$ cat src/rtl/spare_strip_pkg.sv
// Shared status codes and the classification type for the spare stripper.
package spare_strip_pkg;
    localparam int unsigned CODE_W        = 8;
    localparam logic [7:0]  CODE_CLEAN    = 8'h00;
    localparam logic [7:0]  CODE_ERASED   = 8'hFF;
    localparam logic [7:0]  CODE_UNCORR   = 8'hFE;
    localparam logic [7:0]  CODE_MAX_CORR = 8'h28;

    typedef enum logic [1:0] {
        KIND_CLEAN  = 2'd0,
        KIND_ERASED = 2'd1,
        KIND_CORR   = 2'd2,
        KIND_FAIL   = 2'd3
    } status_kind_e;
endpackage

$ cat src/rtl/sst_position.sv
// Tracks the byte position inside the chunk record and the chunk within the page.
// Assumes cfg_step >= 1, 1 <= cfg_chunks <= 2**CHUNK_W-1, and config stable within a page.
module sst_position #(
    parameter int unsigned STEP_W     = 8,
    parameter int unsigned CHUNK_W    = 5,
    parameter int unsigned STAT_BYTES = 4
) (
    input  logic               clk,
    input  logic               rst_n,
    input  logic [STEP_W-1:0]  cfg_step,
    input  logic [CHUNK_W-1:0] cfg_chunks,
    input  logic               accept,
    input  logic               acc_last,
    output logic               is_spare,
    output logic               is_stat_head,
    output logic               is_page_start,
    output logic               is_final,
    output logic               is_out_last
);
    localparam int unsigned IDX_W = STEP_W + 1;

    logic [IDX_W-1:0]   byte_q;
    logic [CHUNK_W-1:0] chunk_q;
    logic [IDX_W-1:0]   rec_end;
    logic [IDX_W-1:0]   step_ext;
    logic               last_chunk;

    // Position decode derived from the counters and configuration.
    always_comb begin
        step_ext      = IDX_W'(cfg_step);
        rec_end       = step_ext + IDX_W'(STAT_BYTES - 1);
        last_chunk    = (chunk_q == cfg_chunks - CHUNK_W'(1));
        is_spare      = (byte_q < step_ext);
        is_stat_head  = (byte_q == step_ext);
        is_page_start = (byte_q == '0) && (chunk_q == '0);
        is_final      = last_chunk && (byte_q == rec_end);
        is_out_last   = last_chunk && (byte_q == step_ext - IDX_W'(1));
    end

    // Advance on every accepted byte; wrap at record and page ends or on the end marker.
    always_ff @(posedge clk) begin
        if (!rst_n) begin
            byte_q  <= '0;
            chunk_q <= '0;
        end else if (accept) begin
            if (acc_last || is_final) begin
                byte_q  <= '0;
                chunk_q <= '0;
            end else if (byte_q == rec_end) begin
                byte_q  <= '0;
                chunk_q <= chunk_q + CHUNK_W'(1);
            end else begin
                byte_q <= byte_q + IDX_W'(1);
            end
        end
    end

    // the record counter never runs past the end of the status record.
    assert_idx_bound_R1: assert property (@(posedge clk) disable iff (!rst_n)
        byte_q <= rec_end);

    // an accepted end marker always lands the block at the page start.
    assert_last_resync_R9: assert property (@(posedge clk) disable iff (!rst_n)
        (accept && acc_last) |=> is_page_start);
endmodule

$ cat src/rtl/sst_classify.sv
// Maps one status code to its kind and to the number of corrected bits it reports.
// Purely combinational; corrected bits are zero for every kind except corrected.
module sst_classify
    import spare_strip_pkg::*;
(
    input  logic [CODE_W-1:0] code,
    output status_kind_e      kind,
    output logic [CODE_W-1:0] corr_bits
);
    // Decode order: clean, erased, uncorrectable, otherwise a corrected count.
    always_comb begin
        if (code == CODE_CLEAN)
            kind = KIND_CLEAN;
        else if (code == CODE_ERASED)
            kind = KIND_ERASED;
        else if ((code == CODE_UNCORR) || (code > CODE_MAX_CORR))
            kind = KIND_FAIL;
        else
            kind = KIND_CORR;
        corr_bits = (kind == KIND_CORR) ? code : '0;
    end
endmodule

$ cat src/rtl/sst_tally.sv
// Holds the page statistics: running maximum, corrected sum, failure count and flag.
// clr starts a new page; upd folds in one classified chunk (never both in one cycle).
module sst_tally
    import spare_strip_pkg::*;
#(
    parameter int unsigned SUM_W  = 10,
    parameter int unsigned FCNT_W = 5
) (
    input  logic               clk,
    input  logic               rst_n,
    input  logic               clr,
    input  logic               upd,
    input  status_kind_e       kind,
    input  logic [CODE_W-1:0]  corr_bits,
    output logic [CODE_W-1:0]  max_q,
    output logic [SUM_W-1:0]   sum_q,
    output logic [FCNT_W-1:0]  fcnt_q,
    output logic               pfail_q
);
    // Clear on page start, otherwise accumulate the chunk result.
    always_ff @(posedge clk) begin
        if (!rst_n || clr) begin
            max_q   <= '0;
            sum_q   <= '0;
            fcnt_q  <= '0;
            pfail_q <= 1'b0;
        end else if (upd) begin
            if (kind == KIND_FAIL) begin
                fcnt_q  <= fcnt_q + FCNT_W'(1);
                pfail_q <= 1'b1;
            end else if (kind == KIND_CORR) begin
                sum_q <= sum_q + SUM_W'(corr_bits);
                if (corr_bits > max_q)
                    max_q <= corr_bits;
            end
        end
    end

    // the failure flag is set exactly when some chunk has failed.
    assert_flag_matches_count_R5: assert property (@(posedge clk) disable iff (!rst_n)
        pfail_q == (fcnt_q != '0));

    // the largest chunk count can never exceed the page sum.
    assert_max_within_sum_R6: assert property (@(posedge clk) disable iff (!rst_n)
        SUM_W'(max_q) <= sum_q);

    // statistics move only on a classified status byte or a page clear.
    assert_stable_without_update_R7: assert property (@(posedge clk) disable iff (!rst_n)
        (!upd && !clr) |=> ($stable(sum_q) && $stable(fcnt_q) && $stable(max_q)));
endmodule

$ cat src/rtl/spare_status_stripper.sv
// Strips four-byte status records from a read-side spare stream and tallies chunk results.
// Spare bytes flow through combinationally under output backpressure; status bytes are
// swallowed unconditionally. Configuration must be stable while a page is in flight.
module spare_status_stripper
    import spare_strip_pkg::*;
#(
    parameter int unsigned STEP_W     = 8,
    parameter int unsigned MAX_CHUNKS = 16,
    parameter int unsigned STAT_BYTES = 4,
    localparam int unsigned CHUNK_W   = $clog2(MAX_CHUNKS + 1),
    localparam int unsigned SUM_W     = $clog2(MAX_CHUNKS * 40 + 1)
) (
    input  logic               clk,
    input  logic               rst_n,
    input  logic [STEP_W-1:0]  cfg_step,
    input  logic [CHUNK_W-1:0] cfg_chunks,
    input  logic [7:0]         in_data,
    input  logic               in_valid,
    input  logic               in_last,
    output logic               in_ready,
    output logic [7:0]         out_data,
    output logic               out_valid,
    output logic               out_last,
    input  logic               out_ready,
    output logic               stat_done,
    output logic [7:0]         stat_max,
    output logic [SUM_W-1:0]   stat_sum,
    output logic [CHUNK_W-1:0] stat_fail_cnt,
    output logic               stat_page_fail
);
    logic         is_spare, is_stat_head, is_page_start, is_final, is_out_last;
    logic         accept;
    logic         done_q;
    status_kind_e kind;
    logic [7:0]   corr_bits;

    // Stream steering: spare bytes need the host, status bytes do not.
    always_comb begin
        in_ready  = is_spare ? out_ready : 1'b1;
        out_valid = in_valid && is_spare;
        out_data  = in_data;
        out_last  = out_valid && is_out_last;
        accept    = in_valid && in_ready;
    end

    sst_position #(
        .STEP_W    (STEP_W),
        .CHUNK_W   (CHUNK_W),
        .STAT_BYTES(STAT_BYTES)
    ) u_pos (
        .clk          (clk),
        .rst_n        (rst_n),
        .cfg_step     (cfg_step),
        .cfg_chunks   (cfg_chunks),
        .accept       (accept),
        .acc_last     (in_last),
        .is_spare     (is_spare),
        .is_stat_head (is_stat_head),
        .is_page_start(is_page_start),
        .is_final     (is_final),
        .is_out_last  (is_out_last)
    );

    sst_classify u_cls (
        .code     (in_data),
        .kind     (kind),
        .corr_bits(corr_bits)
    );

    sst_tally #(
        .SUM_W (SUM_W),
        .FCNT_W(CHUNK_W)
    ) u_tally (
        .clk      (clk),
        .rst_n    (rst_n),
        .clr      (accept && is_page_start),
        .upd      (accept && is_stat_head),
        .kind     (kind),
        .corr_bits(corr_bits),
        .max_q    (stat_max),
        .sum_q    (stat_sum),
        .fcnt_q   (stat_fail_cnt),
        .pfail_q  (stat_page_fail)
    );

    // Done pulse after the final record byte completes a page without an early end.
    always_ff @(posedge clk) begin
        if (!rst_n)
            done_q <= 1'b0;
        else
            done_q <= accept && is_final;
    end
    assign stat_done = done_q;

    // done is a single-cycle pulse.
    assert_done_single_R8: assert property (@(posedge clk) disable iff (!rst_n)
        stat_done |=> !stat_done);

    // the end marker on the output only travels with a valid byte.
    assert_last_with_valid_R3: assert property (@(posedge clk) disable iff (!rst_n)
        out_last |-> out_valid);

    // an offered byte that is not forwarded must be taken anyway.
    assert_status_taken_R2: assert property (@(posedge clk) disable iff (!rst_n)
        (in_valid && !out_valid) |-> in_ready);

    // a forwarded byte is accepted exactly when the host takes it.
    assert_spare_follows_host_R2: assert property (@(posedge clk) disable iff (!rst_n)
        out_valid |-> (in_ready == out_ready));
endmodule

$ cat config.mk
export PLATFORM = sky130hd
export DESIGN_NAME = spare_status_stripper
export DESIGN_NICKNAME = d
export VERILOG_FILES = /design/src/rtl/spare_strip_pkg.sv /design/src/rtl/sst_position.sv /design/src/rtl/sst_classify.sv /design/src/rtl/sst_tally.sv /design/src/rtl/spare_status_stripper.sv
export SDC_FILE = /design/constraint.sdc
export NUM_CORES = 1
export LEC_CHECK = 0
export BUFFER_PORTS_ARGS = -buffer_cell sky130_fd_sc_hd__buf_4
export CORE_MARGIN = 2
export CORE_UTILIZATION = 48
export CTS_CLUSTER_SIZE = 30
export DETAILED_ROUTE_END_ITERATION = 10
export PLACE_DENSITY = 0.66
export SLEW_MARGIN = 20
export SYNTH_ARGS = -nofsm -noshare
export SYNTH_HDL_FRONTEND = slang
export SYNTH_SLANG_ARGS = --single-unit
$ cat constraint.sdc
create_clock -name clk -period 8 [get_ports clk]
set_input_delay 1.6 -clock clk [delete_from_list [all_inputs] [get_ports clk]]
set_output_delay 1.6 -clock clk [all_outputs]
set_load 0.01 [all_outputs]
[Yosys cells after proc, flatten, opt, wreduce, memory -nomap -nowiden]
Cells that the tools add are included.
Cells by class
  $add $sub $neg: 7
  reduce and logical (&&, ||, !) cells: 21
  equality and inequality tests: 8
  bitwise logic cells: 1
  multiplexer cells: 9
  magnitude comparators: 3
Operators with widths (number)
  $eq A9 B9 Y1: 2
  $mux W9: 2
  $eq A8 B8 Y1 const B: 2
  $add A10 B8 Y10: 1
  $add A5 B1 Y5 const B: 2
  $mux W5: 2
  $add A8 B2 Y9 const B: 1
  $add A9 B1 Y9 const B: 1
  $eq A9 B8 Y1: 1
  $logic_and A1 B1 Y1: 9
  $logic_not A9 Y1: 1
  $lt A9 B8 Y1: 1
  $sub A8 B1 Y9 const B: 1
  $gt A8 B6 Y1 const B: 1
  $gt A8 B8 Y1: 1
  $logic_not A8 Y1: 1
  $mux W8: 1
  $eq A5 B5 Y1: 1
  $logic_not A5 Y1: 1
  $sub A5 B1 Y5 const B: 1
  $eq A2 B2 Y1 const B: 2
  $mux W2: 2
  $reduce_and A2 Y1: 2
  $reduce_and A4 Y1: 1
  6 further kinds: 9
Word-level totals
  bits of input ports: 26
  output and inout port bits: 36
  logic and storage cells: 56
  bits in registers: 39

[Logic depth before layout (Yosys ltp)]
Gate-level depths: netlist (run 1).
  word-level depth: 9
  mapped depth: 14
  mapped depth without buffers: 14

[Modules after synthesis]
A second synthesis (run 1) with hierarchy kept.
Second synthesis, totals
  cells, all modules: 428
  area total of the unflattened synthesis: 3400.8 µm²
Modules (own cells, without submodules)
  sst_position: instances 1, sequential area each 280.3 µm², area each 1599.0 µm², cells each 206
  sst_tally: instances 1, sequential area each 480.5 µm², area each 1536.5 µm², cells each 185
  spare_status_stripper: instances 1, sequential area each 20.0 µm², area each 136.4 µm², cells each 16
  sst_classify: instances 1, sequential area each 0.0 µm², area each 128.9 µm², cells each 21

[Least setup slack after synthesis (run 1)]
Ideal clock, no wire load.
  path type: input to output
  from: in cfg_step[5]
  to: out out_last
  slack: 2.926 ns
  arrival time: 3.474 ns
  buffers on the path: 1
  cell stages on the path: 8
  data required time: 6.400 ns
  cells stage by stage: buf_2 > clkinv_1 > ha_1 > a21o_1 > a211o_1 > a21oi_1 > nand2_1 > a2111oi_0
Between the ends
  longest elaborated chain between the ends: 4
  elaborated cells between the ends (all ways): 6
  classes of those cells: add/sub (1); order compare (1); eq/ne (1); reduce/logical (3)
Ends and longest elaborated chain
  from (decl): RTL line spare_status_stripper.sv:15  | input logic [STEP_W-1:0] cfg_step,
  $sub A8 B1 Y9: RTL line sst_position.sv:37  | is_out_last = last_chunk && (byte_q == step_ext - IDX_W'(1));
  $eq A9 B9 Y1: RTL line sst_position.sv:37
  $logic_and A1 B1 Y1: RTL line sst_position.sv:37
  $logic_and A1 B1 Y1 (*): RTL line spare_status_stripper.sv:42  | out_last = out_valid && is_out_last;
  to (decl): RTL line spare_status_stripper.sv:23  | output logic out_last,
Mark *: on every way between the ends. The rest lies on a longest branch, timed or not.

[Final worst setup path (run 1)]
  from: in cfg_chunks[0]
  to: out out_last
Between the ends
  longest elaborated chain between the ends: 4
Ends and longest elaborated chain
  from (decl): RTL line spare_status_stripper.sv:16  | input logic [CHUNK_W-1:0] cfg_chunks,
  $sub A5 B1 Y5: RTL line sst_position.sv:32  | last_chunk = (chunk_q == cfg_chunks - CHUNK_W'(1));
  $eq A5 B5 Y1: RTL line sst_position.sv:32
  $logic_and A1 B1 Y1: RTL line sst_position.sv:37
  $logic_and A1 B1 Y1: RTL line spare_status_stripper.sv:42
Every way passes these cells.

==> summary.txt, run 1 <==
Status
  – Status: finished, final reports clean

Worst setup path
  – Critical setup path kind: primary input to output pin
  – Required @ worst endpoint: 6.40 ns
  – Worst path slowest cell: a2111oi_0
  – Worst Path Arrival: 3.63 ns
  – Max incr delay on CP: 0.43 ns
  – CP endpoint kind: output pin
  – Type of origin of the critical path: primary input
  – Most frequent CP cell: buf_4
  – Critical Path Fanout Max: 4
  – Worst-path cell chain: buf_4 -> inv_1 -> ha_1 -> nor3b_1 -> xnor2_1 -> nor3_1 -> and2_1 -> nand4_1 -> a2111oi_0 -> buf_4

Global routing
  – Overall Global Routing Usage: 0.223
  – Initial antenna violation count: 0
  – Largest net degree at the start of global routing: 26
  – Number of global-route vias before repair: 2822
  – First-pass GRT wire length: 13900 um
  – Total gr overflow: 0

Clocking
  – Worst skew pair latency: ~0.30 ns
  – CTS tree: done
  – Clock sink count: 39
  – Setup Buffers After CTS: 0
  – Clock slew at reported path FFs: 0.09 ns
  – Clock Tree Buf Depth: 2
  – Root buffer cell: clkbuf_8
  – CTS H-tree depth: 2
  – Post-cts gate resize count: 0
  – # hold bufs at CTS: 0
  – TritonCTS buffer count: 5

Floorplan
  – Core area: 6830 um^2
  – Cell Rows: 30
  – Die H: 88.3 um
  – DIE WIDTH: ~88 um
  – Boundary Pins: 62
  – Starting Density: 0.499
  – DIE AREA: 7800 um^2

Synth
  – Count of different cell masters after synthesis: 68
  – Synth Area in Compound Gates: 0.187
  – Sequential area share after synthesis: 0.229
  – Synth Area in Adders: 0.120
  – Synth Instances: approximately 420
  – Mux cell area share after synthesis: 0.0561
  – XOR/XNOR Fraction of Synth Area: 0.0693
  – Largest family of logic cells by synthesized area: simple AND/OR/NAND/NOR gates
  – Yosys warning total: 0
  – Synth Flop Type: dfxtp_1
  – Post-synthesis sequential element count: 39
  – Mean Syn Cell Area: 8.08 um^2
  – Synth async-reset ratio: 0
  – Simple-Gate Fraction of Synth Area: 0.256
  – Number of synthesized flops with an enable pin: 0
  – Synth Cell Area: 3410 um^2

Power
  – Pleak: roughly 1.7 nW
  – Power Density: approximately 110 nW/um^2
  – Worst vdd rail ir drop: 0.0000917 V

Final layout
  – Layout area overhead: 15.7%
  – Final-stage net count: 523
  – Util after Layout: 0.578
  – Most frequent cells in the layout: buf_4 (61), dfxtp_1 (39), inv_1 (31), ha_1 (31), nor2_1 (29)
  – Ant diodes: 0
  – Fill count: 675
  – Commonest non-fill, non-tap cell in the layout: buf_4
  – Share of cells above drive strength 1: 0.185

Place
  – HPWL Detailed: 6370 um
  – PortBufs: 61
  – Worst slack, placed: 2.81 ns
  – Final weighted congestion in routability-driven placement: 0.882

Drt
  – TritonRoute pass-1 iters: 5
  – Vias per cell: 5.68
  – Avg WL per Cell: 14.9 um
  – Initial drt markers: 179
  – DRT Wirelength: 8360 um
  – Antenna-violating nets left: 0
  – Via count: 3193
  – Residual DRC: 0

Timing
  – PnR worst setup slack: around 2.8 ns
  – Final worst-path cycle share: 0.654
  – Hold slack final: 0.455 ns
  – Post-Route Setup TNS: 0 ns
  – Setup violators final: 0
  – Achievable Freq: 191 MHz
  – Final slew viol count: 0
  – Final hold vios: 0
  – Min cycle time layout: 5.23 ns
  – Relative slew slack: 0.365
  – Clk_skew: 0.0150 ns
  – Least-Margin Pin Slew: 0.948 ns
  – RSZ-0062 raised after global routing: false

Flow run
  – Max_cap viols: 0

Min path
  – Hold WC Path Type: register to register
layer usage:
metal / vias up / GRT usage / part of all wire
li1: 1604 / - / -
met1: 1480 / 0.326 / 0.49
met2: 96 / 0.334 / 0.45
met3: 13 / 0.0354 / 0.047
met4: 0 / 0.0785 / 0.016
met5: - / 0 / 0
power breakdown:
group	total [mW]	switching, mW	internal, mW	leakage [nW]
Clock	0.152	0.0733	0.0785	0.0505
Sequential	0.195	0.000365	0.194	0.314
Combinational	0.0776	0.0449	0.0326	1.30
path summary, 6_finish.rpt:
path / startpoint / end / slack, ns / cells past startpoint
setup / recovery: cfg_chunks[0] / out_last / 2.77 / 10
hold / removal: u_tally.pfail_q / u_tally.pfail_q / 0.46 / 2
setup reg to reg: u_pos.byte_q[6] / u_pos.chunk_q[0] / 4.84 / 7
hold reg to reg: u_tally.pfail_q / u_tally.pfail_q / 0.46 / 2
cells in the mapped netlist, types with 5 or more instances:
library cell | instances | share of area
dfxtp_1 | 39 | 0.23
ha_1 | 31 | 0.11
clkbuf_1 | 6 | 0.0066
buf_4 | 8 | 0.018
nor2b_1 | 5 | 0.0092
o21ai_0 | 15 | 0.022
or4_1 | 5 | 0.011
o31ai_1 | 5 | 0.011
nor3_1 | 11 | 0.016
nor2_1 | 29 | 0.032
o211ai_1 | 9 | 0.020
inv_1 | 31 | 0.034
nand2_1 | 27 | 0.030
nand3b_1 | 5 | 0.011
xnor2_1 | 14 | 0.036
mux2i_1 | 18 | 0.053
and2_1 | 5 | 0.0092
and3_1 | 5 | 0.0092
nand4_1 | 10 | 0.018
buf_2 | 11 | 0.016
a21oi_1 | 17 | 0.025
nand3_1 | 26 | 0.038
xor2_1 | 13 | 0.033
cell type report:
cell class / instances / area, um^2 / share of cell area
repair buffers: 61 / 458 / 0.116
clock buffers: 7 / 96.3 / 0.0244
inverters: 32 / 120 / 0.0304
multi-input cells: 326 / 2360 / 0.599
clock inverters: 1 / 7.51 / 0.00190
well taps: 96 / 120 / 0.0304
flip-flops and latches: 39 / 781 / 0.198
through the flow:
stage	cells	power, mW	area, um^2
finish	562	0.424	3950
global route	562	0.446	3950
CTS	562	0.428	3950
detailed placement	554	0.276	3840
global placement	554	0.275	3840
floorplan	425	0.251	3420
sequential cells by signal (all words and copies together) (netlist names):
signal	cells
u_tally.max_q	8
u_tally.fcnt_q	5
u_tally.sum_q	10
stat_done	1
u_tally.pfail_q	1
u_pos.chunk_q	5
u_pos.byte_q	9
cell families (layout without fill, tap and decap cells):
family | count (synthesis) | after routing
AO/OA/AOI/OAI | 86 | 86
XOR/XNOR | 27 | 27
adder cells (fa/ha/maj) | 32 | 32
buffers and inverters | 60 | 101
flip-flops | 39 | 39
multiplexers | 19 | 19
other | 1 | 4
AND/OR/NAND/NOR | 158 | 158
critical path: cells and delay by family:
family,cells,cell delay [ns]
buf+inv,3,0.38
fa+ha+maj,1,0.17
compound gates,1,0.43
xor+xnor,1,0.10
simple gates,4,0.94
Power figures use the tool's default switching activity.
==> inputs of run 2 (changes only) <==
--- a/config.mk
+++ b/config.mk
@@ -5,6 +5,7 @@
 export SDC_FILE = /design/constraint.sdc
 export NUM_CORES = 1
 export LEC_CHECK = 0
+export ABC_AREA = 1
 export BUFFER_PORTS_ARGS = -buffer_cell sky130_fd_sc_hd__buf_4
 export CORE_MARGIN = 2
 export CORE_UTILIZATION = 48
==> constraint.sdc (replaced) <==
create_clock -name clk -period 5.1 [get_ports clk]
set_input_delay 1.02 -clock clk [delete_from_list [all_inputs] [get_ports clk]]
set_output_delay 1.02 -clock clk [all_outputs]
set_load 0.01 [all_outputs]
==> summary.txt, run 2 <==
Power
  – Worst vdd rail ir drop: 0.000124 V (+35%)
  – Tot Pwr: 0.642 mW (+52%)
  – Power Density: 161 nW/um^2 (+49%)
  – Pleak: 1.93 nW (+16%)

Clocking
  – Root buffer cell: clkbuf_8
  – CTS H-tree depth: 2 (unchanged)
  – Worst skew pair latency: 0.30 ns (about the same)
  – Setup Buffers After CTS: 0 (unchanged)
  – Clock slew at reported path FFs: 0.08 ns (about the same)
  – TritonCTS buffer count: 5 (unchanged)
  – # hold bufs at CTS: 0 (unchanged)
  – Clock Tree Buf Depth: 2 (unchanged)
  – CTS tree: done
  – Clock sink count: 39 (unchanged)
  – Post-cts gate resize count: 0 (unchanged)

Final layout
  – Layout area overhead: 16.1%
  – Largest regs: u_tally.sum_q x10, u_pos.byte_q x9, u_tally.max_q x8
  – Final Instance Area: 4000 um^2 (+1.4%)
  – Ant diodes: 0 (unchanged)
  – Final-stage net count: 649 (+24%)
  – Largest register FFs: 10 (unchanged)
  – Fill count: 726 (+7.6%)
  – Most frequent cells in the layout: nand2_1 (147), inv_1 (74), nor2_1 (63)
  – Util after Layout: 0.583 (+0.00504)
  – Share of cells above drive strength 1: 0.167 (-0.0173)
  – Register area: 781 um^2 (unchanged)
  – Area of the multi-input gates: 2260 um^2 (-4.4%)
  – Commonest non-fill, non-tap cell in the layout: nand2_1
  – Biggest register: u_tally.sum_q
  – Final Non-Filler Cells: 688 (+22%)

Timing
  – Clk_skew: 0.0127 ns (-0.00234 ns)
  – Achievable Freq: 285 MHz
  – Final worst-path cycle share: 0.689
  – RSZ-0062 raised after global routing: false
  – Hold slack final: 0.484 ns (+0.0283 ns)
  – Min cycle time layout: approximately 3.5 ns
  – PnR worst setup slack: 1.59 ns (-1.19 ns)
  – Final hold vios: 0 (unchanged)
  – Setup violators final: 0 (unchanged)
  – Post-Route Setup TNS: 0 ns (unchanged)
  – Final slew viol count: 0 (unchanged)

Place
  – DP Area: 3920 um^2 (+2.0%)
  – HPWL Detailed: 6870 um (+7.9%)
  – Worst slack, placed: 1.34 ns (-1.47 ns)
  – Final weighted congestion in routability-driven placement: 0.909 (+3.1%)
  – PortBufs: 61 (unchanged)
  – Cells after DPL: 680 (+23%)

Synth
  – Count of different cell masters after synthesis: 37 (-46%)
  – Sequential area share after synthesis: 0.226 (-0.00241)
  – Synth Cell Area: 3450 um^2 (+1.1%)
  – Cell accounting for the most synthesized area: dfxtp_1
  – Synth async-reset ratio: 0 (unchanged)
  – Count leader, synth: nand2_1
  – Area contributors post-synth: dfxtp_1 (23%), nand2_1 (16%), ha_1 (11%)
  – Synth Instances: 535 (+27%)
  – Synth cell count leaders: nand2_1 (147), inv_1 (74), nor2_1 (63), dfxtp_1 (39), nand3_1 (33)
  – Post-synthesis sequential element count: 39 (unchanged)
  – Synth Flop Type: dfxtp_1
  – Mean Syn Cell Area: 6.44 um^2 (-20%)
  – Number of synthesized flops with an enable pin: 0 (unchanged)
  – Post-synth top area share: 0.226 (-0.00241)
  – Yosys warning total: 0 (unchanged)

Drt
  – TritonRoute pass-1 iters: 4 (-1)
  – Avg WL per Cell: 12.3 um (-18%)
  – Vias per cell: 4.92 (-13%)
  – Via count: 3386 (+6.0%)
  – DRT Wirelength: 8430 um (+0.92%)
  – Antenna-violating nets left: 0 (unchanged)
  – Initial drt markers: 156 (-13%)
  – Residual DRC: 0 (unchanged)

Min path
  – Startpoint of the worst hold path: u_tally.pfail_q
  – Hold WC Path Type: register to register
  – Hold Crit Depth: 1 (-1)
  – Hold endpoint: u_tally.pfail_q

Floorplan
  – DIE WIDTH: 88.7 um (+0.50%)
  – Core area: 6870 um^2 (+0.55%)
  – Cell Rows: 30 (unchanged)
  – Boundary Pins: 62 (unchanged)
  – DIE AREA: 7870 um^2 (+1.0%)
  – Starting Density: 0.502 (+0.00255)
  – Die H: 88.7 um (+0.50%)

Worst setup path
  – Type of origin of the critical path: primary input
  – Required @ worst endpoint: 4.08 ns (-2.32 ns)
  – Critical Path Fanout Max: 3 (-1)
  – Reg2Reg Depth: 10 (+3)
  – RR Endpoint: u_tally.max_q[5]
  – R2r setup slk: 2.63 ns (-2.21 ns)
  – Worst Path Arrival: 2.49 ns (-1.14 ns)
  – Critical setup path kind: primary input to output pin
  – CP endpoint kind: output pin
  – R2r startpoint: u_pos.byte_q[6]

Global routing
  – Overall Global Routing Usage: 0.229 (+0.00536)
  – Initial antenna violation count: 0 (unchanged)
  – Total gr overflow: 0 (unchanged)
  – First-pass GRT wire length: 14200 um (+2.5%)
  – Number of global-route vias before repair: 3102 (+9.9%)
  – Largest net degree at the start of global routing: 16 (-38%)

Flow run
  – Max_cap viols: 0 (unchanged)

Status
  – Status: finished, final reports clean
==> run 2: kinds of logic (layout without fill, tap and decap cells) <==
| group | Yosys count | after routing | share of synthesized area |
|---|---|---|---|
| AO/OA/AOI/OAI | 48 | 48 | 0.0784 |
| AND/OR/NAND/NOR | 291 | 291 | 0.378 |
| buffers and inverters | 94 | 148 | 0.121 |
| flip-flops | 39 | 39 | 0.226 |
| XOR/XNOR | 30 | 30 | 0.0762 |
| adder cells (fa/ha/maj) | 32 | 32 | 0.118 |
| other | 1 | 4 | 0.00109 |
==> run 2: how the worst max path moves through the flow <==
stage | start | endpoint | slack (ns) | depth (start not counted)
floorplan | in_data[1] | u_tally.sum_q[6] | 1.78 | 16
global placement | in_data[1] | u_tally.sum_q[6] | 1.43 | 17
detailed placement | in_data[1] | u_tally.sum_q[6] | 1.34 | 17
CTS | cfg_chunks[0] | out_last | 1.59 | 11
global route | in_data[1] | u_tally.sum_q[6] | 1.37 | 17
finish | cfg_chunks[0] | out_last | 1.59 | 11
==> run 2: layout make-up <==
type	count	share of cell area
multi-input combinational	405	0.565
sequential	39	0.195
timing repair buffer	61	0.114
inverter	79	0.0750
tap	96	0.0300
clock buffer	5	0.0172
clock inverter	3	0.00375
==> run 2: worst max-delay path, stage by stage <==
cell     delay (ns)
buf_4          0.09
inv_1          0.04
ha_1           0.29
xor2_1         0.14
nand2_1        0.07
a21oi_1        0.16
nand3_1        0.19
nor2_1         0.13
nand4_1        0.09
nor3_1         0.14
buf_4          0.14
==> run 2: metal layers <==
layer,vias up,GRT usage,share of wire
li1,1794,-,-
met3,7,0.0373,0.045
met1,1512,0.323,0.50
met4,0,0.0537,0.0090
met2,73,0.364,0.44
met5,-,0,0
==> run 2: power breakdown <==
| group | internal, mW | leakage (nW) | switching [mW] |
|---|---|---|---|
| clock network | 0.0938 | 0.0477 | 0.116 |
| logic | 0.0486 | 1.57 | 0.0788 |
| registers | 0.305 | 0.314 | 0.000600 |
| total | 0.447 | 1.93 | 0.195 |
==> inputs of run 3 (changes only) <==
==> constraint.sdc (replaced) <==
create_clock -name clk -period 3.24 [get_ports clk]
set_input_delay 0.648 -clock clk [delete_from_list [all_inputs] [get_ports clk]]
set_output_delay 0.648 -clock clk [all_outputs]
set_load 0.01 [all_outputs]
==> summary.txt, run 3 (synthesis gave the netlist of run 2 again) <==
Worst setup path
  – CP bufs+invs: 5 (+2)
  – Type of origin of the critical path: primary input
  – Required @ worst endpoint: 3.43 ns (-0.65 ns)
  – Worst path slowest cell: nor2_2
  – CP top delay family: simple AND/OR/NAND/NOR gates
  – CP endpoint kind: register
  – Worst-path cell chain: buf_4 -> nor3_2 -> nand2_1 -> o21ai_1 -> nor2_1 -> inv_1 -> buf_4 -> nor2_1 -> buf_4 -> ha_1 -> inv_1 -> nor2_1 -> o21ai_0 -> nand2_1 -> nand2_1 -> o211ai_1 -> nand3_1 -> nor2_2 -> nand2_1 -> nand2_1 -> nor2_1
  – Critical Path Fanout Max: 12 (+9)
  – CP startpoint: in_data[1]
  – Critical setup path kind: primary input to register
  – Most frequent CP cell: nand2_1
  – Max incr delay on CP: 0.39 ns (+0.10 ns)
  – Critical Path Stages: 21 (+10)
  – Reg2Reg Depth: 12 (+2)
  – Worst Path Arrival: 3.10 ns (+0.61 ns)
  – R2r startpoint: u_pos.byte_q[4]

Power
  – Switching power: 0.299 mW (+53%)
  – Cell Int Power: 0.808 mW (+81%)
  – Combinational share of power: 0.182 (-0.016)
  – Register share of total power: 0.434 (-0.041)
  – Sw frac: 0.270 (-0.0339)
  – Clock Power Share: 0.384 (+0.058)
  – Tot Pwr: 1.11 mW (+72%)
  – Power Density: 271 nW/um^2 (+69%)
  – Pleak: 1.97 nW (+2.2%)
  – Worst vdd rail ir drop: 0.000166 V (+34%)

Final layout
  – Most frequent cells in the layout: nand2_1 (147), inv_1 (74), buf_4 (67)
  – Largest register FFs: 10 (unchanged)
  – Util after Layout: 0.594 (+0.0115)
  – Final Non-Filler Cells: 694 (+0.87%)
  – Ant diodes: 0 (unchanged)
  – Fill count: 696 (-4.1%)
  – Layout area overhead: 18.4%
  – Share of cells above drive strength 1: 0.176 (+0.00836)
  – Largest regs: u_tally.sum_q x10, u_pos.byte_q x9, u_tally.max_q x8
  – Final-stage net count: 655 (+0.92%)
  – Biggest register: u_tally.sum_q
  – Commonest non-fill, non-tap cell in the layout: nand2_1

Clocking
  – Worst skew pair latency: 0.29 ns (about the same)
  – CTS H-tree depth: 2 (unchanged)
  – TritonCTS buffer count: 5 (unchanged)
  – Post-cts gate resize count: 0 (unchanged)
  – CTS tree: done
  – Setup Buffers After CTS: 0 (unchanged)
  – Root buffer cell: clkbuf_8
  – Clock sink count: 39 (unchanged)
  – Clock Tree Buf Depth: 2 (unchanged)
  – Clock slew at reported path FFs: 0.08 ns (about the same)
  – # hold bufs at CTS: 0 (unchanged)

Floorplan
  – DIE WIDTH: 88.7 um (unchanged)
  – Die H: 88.7 um (unchanged)
  – Core area: 6870 um^2 (unchanged)
  – Starting Density: 0.502 (unchanged)
  – DIE AREA: 7870 um^2 (unchanged)
  – Cell Rows: 30 (unchanged)
  – Boundary Pins: 62 (unchanged)

Global routing
  – Largest net degree at the start of global routing: 16 (unchanged)
  – Total gr overflow: 0 (unchanged)
  – Number of global-route vias before repair: 3123 (+0.68%)
  – First-pass GRT wire length: 14200 um (-0.58%)
  – Overall Global Routing Usage: 0.226 (-0.00235)
  – Initial antenna violation count: 0 (unchanged)

Timing
  – Clk_skew: 0.00928 ns (-0.00342 ns)
  – Post-Route Setup TNS: 0 ns (unchanged)
  – Setup violators final: 0 (unchanged)
  – RSZ-0062 raised after global routing: false
  – Min cycle time layout: 2.91 ns
  – Hold slack final: 0.486 ns (+0.00265 ns)
  – Final slew viol count: 0 (unchanged)
  – Final hold vios: 0 (unchanged)
  – Final worst-path cycle share: 0.898
  – Achievable Freq: ~340 MHz

Min path
  – Hold WC Path Type: register to register
  – Hold Crit Depth: 1 (unchanged)
  – Startpoint of the worst hold path: u_tally.pfail_q

Drt
  – TritonRoute pass-1 iters: 4 (unchanged)
  – Residual DRC: 0 (unchanged)
  – Initial drt markers: 147 (-5.8%)
  – DRT Wirelength: 8290 um (-1.6%)
  – Vias per cell: 4.87 (-1.1%)
  – Via count: 3377 (-0.27%)
  – Avg WL per Cell: 11.9 um (-2.5%)
  – Antenna-violating nets left: 0 (unchanged)

Place
  – Cells after DPL: 686 (+0.88%)
  – PortBufs: 61 (unchanged)
  – HPWL Detailed: 6890 um (+0.28%)
  – Final weighted congestion in routability-driven placement: 0.950 (+4.5%)

Flow run
  – Max_cap viols: 0 (unchanged)

Status
  – Status: finished, final reports clean
run 3: cell count changes in the layout (fill, tap and decap cells not counted), sizes merged:
| cell | before | now |
|---|---|---|
| clkinv | 4 | 2 |
| buf | 61 | 67 |
| bufinv | 0 | 1 |
| clkbuf | 5 | 6 |
run 3: path summary, 6_finish.rpt:
| check | to | slack (ns) |
|---|---|---|
| setup / recovery | u_tally.max_q[5] | 0.33 |
| hold / removal | u_tally.pfail_q | 0.49 |
| setup reg to reg | u_tally.sum_q[6] | 0.96 |
| hold reg to reg | u_tally.pfail_q | 0.49 |
run 3: per-stage QoR:
step	area [um^2]	worst slack, ns
6_report	4080	0.330
4_1_cts	4080	0.332
3_3_place_gp	3960	0.0814
2_1_floorplan	3460	0.296
3_5_place_dp	3960	0.0299
5_1_grt	4080	0.0332
run 3: worst register-to-register path, stage by stage, from the launching register on:
cell	delay, ns
dfxtp_1	0.39
ha_1	0.33
nand2_1	0.07
nor2_1	0.13
nand3_2	0.13
nand4_4	0.14
nand2_4	0.10
inv_4	0.16
nand3_2	0.11
nand2_4	0.22
clkinv_2	0.22
o21ai_1	0.12
nor2_1	0.05
run 3: area by class of cell:
class / count / area [um^2] / area share
multi-input cells: 405 / 2260 / 0.554
clock inverters: 2 / 35.0 / 0.00858
well taps: 96 / 120 / 0.0294
repair buffers: 67 / 503 / 0.123
flip-flops and latches: 39 / 781 / 0.191
inverters: 79 / 300 / 0.0736
clock buffers: 6 / 82.6 / 0.0202
run 3: power groups by stage:
stage          clock network [mW]  logic, mW  registers [mW]
5_1_grt                     0.454      0.229           0.481
3_3_place_gp                    0      0.200           0.492
6_report                    0.425      0.202           0.481
4_1_cts                     0.438      0.203           0.481
2_1_floorplan                   0      0.137           0.492
3_5_place_dp                    0      0.202           0.492
run 3: metal layers:
metal  vias up  global-route usage  share of wire  wire (um)
li1       1809                   -              -          -
met1      1491               0.329           0.51       4260
met2        70               0.358           0.44       3650
met3         7              0.0308          0.038        312
met4         0              0.0455         0.0089         74
met5         -                   0              0          0
